<file path="src/rtl/pfi_pkg.sv">
package pfi_pkg;
  localparam int unsigned PFI_PINS_DEF   = 8;
  localparam int unsigned PFI_GRP_W_DEF  = 4;
  localparam int unsigned PFI_SYNC_DEF   = 2;
  localparam int unsigned PFI_RSYNC_DEF  = 2;

  // width of a counter able to hold values 0..n
  function automatic int unsigned pfi_cnt_w(input int unsigned n);
    return (n < 2) ? 1 : $clog2(n + 1);
  endfunction
endpackage

</file>
<file path="src/rtl/pfi_rst_sync.sv">
module pfi_rst_sync #(
  parameter int unsigned STAGES = 2
) (
  input  logic clk,
  input  logic rst_n,
  output logic rst_sync_n
);
  logic [STAGES-1:0] chain_q;
  logic [STAGES-1:0] chain_d;

  always_comb begin
    chain_d = {chain_q[STAGES-2:0], 1'b1};
  end

  always_ff @(posedge clk or negedge rst_n) begin
    if (!rst_n) chain_q <= '0;
    else        chain_q <= chain_d;
  end

  assign rst_sync_n = chain_q[STAGES-1];
endmodule

</file>
<file path="src/rtl/pfi_sync.sv">
module pfi_sync #(
  parameter int unsigned W      = 8,
  parameter int unsigned STAGES = 2
) (
  input  logic         clk,
  input  logic         rst_n,
  input  logic [W-1:0] raw_i,
  output logic [W-1:0] lvl_o
);
  logic [W-1:0] stg_q [STAGES];

  // idle level of a pulled-up pin is high
  always_ff @(posedge clk or negedge rst_n) begin
    if (!rst_n) stg_q[0] <= '1;
    else        stg_q[0] <= raw_i;
  end

  for (genvar s = 1; s < STAGES; s++) begin : g_stage
    always_ff @(posedge clk or negedge rst_n) begin
      if (!rst_n) stg_q[s] <= '1;
      else        stg_q[s] <= stg_q[s-1];
    end
  end

  assign lvl_o = stg_q[STAGES-1];
endmodule

</file>
<file path="src/rtl/pfi_fall_det.sv">
module pfi_fall_det
  import pfi_pkg::*;
#(
  parameter int unsigned W       = 8,
  parameter int unsigned ARM_CYC = 3
) (
  input  logic         clk,
  input  logic         rst_n,
  input  logic [W-1:0] lvl_i,
  input  logic [W-1:0] en_i,
  output logic [W-1:0] fall_o,
  output logic         armed_o
);
  localparam int unsigned CW = pfi_cnt_w(ARM_CYC);

  logic [W-1:0]  hist_q;
  logic [CW-1:0] arm_q;
  logic [CW-1:0] arm_d;
  logic          arm_en;
  logic          armed;

  always_comb begin
    armed  = (arm_q == CW'(ARM_CYC));
    arm_en = !armed;
    arm_d  = arm_q + 1'b1;
  end

  always_ff @(posedge clk or negedge rst_n) begin
    if (!rst_n)      arm_q <= '0;
    else if (arm_en) arm_q <= arm_d;
  end

  always_ff @(posedge clk or negedge rst_n) begin
    if (!rst_n) hist_q <= '1;
    else        hist_q <= lvl_i;
  end

  always_comb begin
    fall_o  = armed ? (hist_q & ~lvl_i & en_i) : '0;
    armed_o = armed;
  end
endmodule

</file>
<file path="src/rtl/pfi_group_flag.sv">
module pfi_group_flag #(
  parameter int unsigned GW = 4
) (
  input  logic          clk,
  input  logic          rst_n,
  input  logic [GW-1:0] hit_i,
  input  logic          clr_i,
  output logic          set_o,
  output logic          flag_o
);
  logic flag_q;
  logic flag_d;
  logic flag_en;

  always_comb begin
    set_o   = |hit_i;
    flag_en = set_o | clr_i;
    // a fresh edge outranks a clear
    flag_d  = set_o | (flag_q & ~clr_i);
  end

  always_ff @(posedge clk or negedge rst_n) begin
    if (!rst_n)       flag_q <= 1'b0;
    else if (flag_en) flag_q <= flag_d;
  end

  assign flag_o = flag_q;
endmodule

</file>
<file path="src/rtl/pin_fall_irq.sv">
module pin_fall_irq
  import pfi_pkg::*;
#(
  parameter int unsigned NUM_PINS    = PFI_PINS_DEF,
  parameter int unsigned GROUP_W     = PFI_GRP_W_DEF,
  parameter int unsigned SYNC_STAGES = PFI_SYNC_DEF,
  parameter int unsigned RST_STAGES  = PFI_RSYNC_DEF,
  localparam int unsigned NUM_GROUPS = NUM_PINS / GROUP_W
) (
  input  logic                  clk,
  input  logic                  rst_n,
  input  logic [NUM_PINS-1:0]   pin_i,
  input  logic [NUM_PINS-1:0]   src_en_i,
  input  logic [NUM_GROUPS-1:0] clr_i,
  output logic [NUM_GROUPS-1:0] flag_o,
  output logic [NUM_GROUPS-1:0] irq_o
);
  localparam int unsigned ARM_CYC = SYNC_STAGES + 1;

  logic                  rst_core_n;
  logic [NUM_PINS-1:0]   lvl;
  logic [NUM_PINS-1:0]   fall;
  logic [NUM_GROUPS-1:0] grp_set;
  logic                  armed;

  pfi_rst_sync #(.STAGES(RST_STAGES)) u_rst (
    .clk        (clk),
    .rst_n      (rst_n),
    .rst_sync_n (rst_core_n)
  );

  pfi_sync #(.W(NUM_PINS), .STAGES(SYNC_STAGES)) u_sync (
    .clk   (clk),
    .rst_n (rst_core_n),
    .raw_i (pin_i),
    .lvl_o (lvl)
  );

  pfi_fall_det #(.W(NUM_PINS), .ARM_CYC(ARM_CYC)) u_det (
    .clk     (clk),
    .rst_n   (rst_core_n),
    .lvl_i   (lvl),
    .en_i    (src_en_i),
    .fall_o  (fall),
    .armed_o (armed)
  );

  for (genvar g = 0; g < NUM_GROUPS; g++) begin : g_grp
    pfi_group_flag #(.GW(GROUP_W)) u_flag (
      .clk    (clk),
      .rst_n  (rst_core_n),
      .hit_i  (fall[g*GROUP_W +: GROUP_W]),
      .clr_i  (clr_i[g]),
      .set_o  (grp_set[g]),
      .flag_o (flag_o[g])
    );
  end

  assign irq_o = flag_o;
endmodule

</file>
<file path="config.mk">
export PLATFORM = sky130hd
export DESIGN_NAME = pin_fall_irq
export DESIGN_NICKNAME = d
export VERILOG_FILES = /design/src/rtl/pfi_pkg.sv /design/src/rtl/pfi_rst_sync.sv /design/src/rtl/pfi_sync.sv /design/src/rtl/pfi_fall_det.sv /design/src/rtl/pfi_group_flag.sv /design/src/rtl/pin_fall_irq.sv
export SDC_FILE = /design/constraint.sdc
export NUM_CORES = 1
export LEC_CHECK = 0
export BUFFER_PORTS_ARGS = -buffer_cell sky130_fd_sc_hd__clkbuf_2
export CELL_PAD_IN_SITES_DETAIL_PLACEMENT = 0
export CELL_PAD_IN_SITES_GLOBAL_PLACEMENT = 1
export CORE_MARGIN = 5
export CORE_UTILIZATION = 44
export DETAILED_ROUTE_END_ITERATION = 10
export GPL_TIMING_DRIVEN = 0
export PLACE_DENSITY = 0.83
export SLEW_MARGIN = 40
export SYNTH_ARGS = -nofsm -noshare
export SYNTH_HDL_FRONTEND = slang
export SYNTH_SLANG_ARGS = --single-unit
</file>
<file path="constraint.sdc">
create_clock -name clk -period 2.5 [get_ports clk]
set_clock_uncertainty 0.15 [all_clocks]
set_input_delay 0.5 -clock clk [delete_from_list [all_inputs] [get_ports clk]]
set_output_delay 0.5 -clock clk [all_outputs]
set_load 0.05 [all_outputs]
</file>
==> impl_results.md <==
- Status: finished clean
- Largest stage delay, worst path: 400 ps
- Cts bufs inserted: 5
- Post-CTS Hold Buffers: 1
- Core area: 2000 µm²
- Layout Cells excl Fill: 115
- P per Cell Area: 774 nW/µm²
- H-Tree Depth: 2
- P&R area growth vs syn: 23.2%
- TritonRoute pass-1 iters: 2
- Vias in the first global route: 540
- CTS tree: done
- Crit-path max FO: 3
- Layout cells sized above 1: 68.2%
- I/O pin cnt: 24
- Total GRT Usage: 9.93%
- Post-Synth Adder-Cell Area: 1.32%
- Final nets: 108
- Synth Net Count: 77
- Main combinational cell family by area after synthesis: simple AND/OR/NAND/NOR gates
- Later-pin clock latency in the skew report: 320 ps
- First-pass GRT wire length: 2.29 mm
- R2R depth: 2
- CP Cell Sequence: buf_4 > clkbuf_2
- Seq/Total Area, Yosys: 82.3%
- Post-Synth XOR/XNOR Area: 0.923%
- CP Launch Type: flop
- Max rail drop VDD: 0.526 mV
- Final WL: 1.32 mm
- Max cap viols: 0
- Syn avg cell area: 16.9 µm²
- Final core utilization: 58.4%
- Max clock buf depth: 2
- Fin crit share: 69.2%
- Initial Utilization: 47.4%
- Pin slew with the least headroom to its limit: 556 ps
- Root Driver: clkbuf_4
- Maximum clock frequency: 0.578 GHz
- Final ANT Viol Nets: 0
- Most frequent cells in the layout: 24 x dfstp_2, 23 x clkbuf_2, 6 x nand3b_1
- Clock Sinks: 30
- Synth warn: 0
- Minimum hold slack: 111 ps
- Complex-gate fraction of the synthesized area: 2.77%
- Site Rows: 16
- Largest net degree at the start of global routing: 29
- DRC errors left: 0
- Setup repair bufs after CTS: 0
- Hold Path Class: flop to async pin
- Simple-gate share of the synthesized area: 6.73%
- Period minus WS final: 1730 ps
- Crit Path Class: flop to output pin
- ANT cells: 0
- Mux share of post-synthesis cell area: 1.58%
- DPL Wire Length: 955 µm
- Vias/cell: 4.36
- RD Place Congestion: 0.650
- Cell variety after synth: 13
- Full die area: 3180 µm²
- GRT Residual Overflow: 0
- Setup_tns: 0 ps
- Inst Count DP: 106
- Reg clk slew, reported paths: 90 ps
- Yosys reg bits: 30
- Initial antenna violation count: 0
- Slew Viols, Final: 0
- Die width: 56.4 µm
- Slowest stage cell on the critical path: dfrtp_1
- Initial DRC Count: 6
- Commonest non-fill, non-tap cell in the layout: dfstp_2
- Pleak: 0.000541 µW
- Via count: 501
- Mapped Cells: 56
- Die height: 56.4 µm
- Drt wl/cell: 11.5 µm
- Crit path required time: 1850 ps
- Final setup vio count: 0
- Mapped cell area: 948 µm²
- WP data arrival: 1080 ps
- CTS resizes: 0
- CP endpoint kind: output pin
- Port buffer count: 23
- Hold Vio Cnt, Final: 0
- RSZ-0062 raised after global routing: false
- Worst slew margin: 62.9%
==> stage by stage <==
stage	cell area [µm²]	setup WS [ps]	power [µW]
after floorplan	948	1300	600
after global placement	1100	1130	625
after detailed placement	1100	1120	630
after CTS	1170	759	921
after global routing	1170	727	954
final	1170	771	905
==> routing by layer <==
| metal | up-vias | track usage, % | share of wire [%] |
|---|---|---|---|
| met3 | 4 | 5.05 | 9.5 |
| met4 | 0 | 8.14 | 2.4 |
| met2 | 18 | 15.7 | 51 |
| li1 | 238 | - | - |
| met1 | 241 | 9.54 | 37 |
| met5 | - | 0 | 0 |
==> registers in the layout, summed over array words and instances, names as in the netlist <==
name and flops:
u_sync.stg_q 8, g_grp.u_flag.flag_o 2, u_rst.chain_q 2, u_det.hist_q 8, u_det.arm_q 2, u_sync.lvl_o 8
==> final timing paths <==
path	startpoint	endpoint	slack (ps)
worst min-delay path	u_rst.chain_q[1]	u_det.arm_q[1]	110
max in group asynchronous	u_rst.chain_q[1]	u_sync.stg_q[12]	1710
worst min register to register	u_rst.chain_q[1]	u_det.arm_q[1]	110
worst max-delay path	g_grp[0].u_flag.flag_o	flag_o[0]	770
min in group clk	pin_i[3]	u_sync.stg_q[11]	110
worst max register to register	u_det.arm_q[0]	u_det.arm_q[1]	1270
==> cell usage after synthesis, drive strengths merged <==
master	number	area (µm²)
nand2	5	18.8
o21ai	4	20.0
o22ai	1	6.26
mux2	1	15.0
nand3b	6	45.0
xnor2	1	8.76
inv	2	7.51
ha	1	12.5
buf	4	30.0
conb	1	3.75
dfstp	24	631
dfrtp	6	150
==> cell type report <==
cell class | count | area [µm²]
sequential | 30 | 782
inverter | 2 | 7.51
buffer | 4 | 30.0
clock buffer | 7 | 55.1
fill | 177 | 833
timing repair buffer | 24 | 125
multi-input combinational | 20 | 130
clock inverter | 1 | 5.00
tap | 27 | 33.8
==> critical path, delay by kind of cell, from the launching register on <==
kind                   cells  cell delay [ps]
buffers and inverters      2              350
DFF                        1              400
==> where the power goes <==
group	internal [µW]	leakage, µW	switching [µW]
clock	136	0.0000353	148
combinational	32.5	0.000191	44.6
sequential	526	0.000315	18.0
==> cells by family after synthesis <==
group | after synthesis
buf+inv | 6
compound gates | 5
xor+xnor | 1
flops | 30
simple gates | 11
mux | 1
fa+ha+maj | 1
other cells | 1
Power figures use the tool's default switching activity.
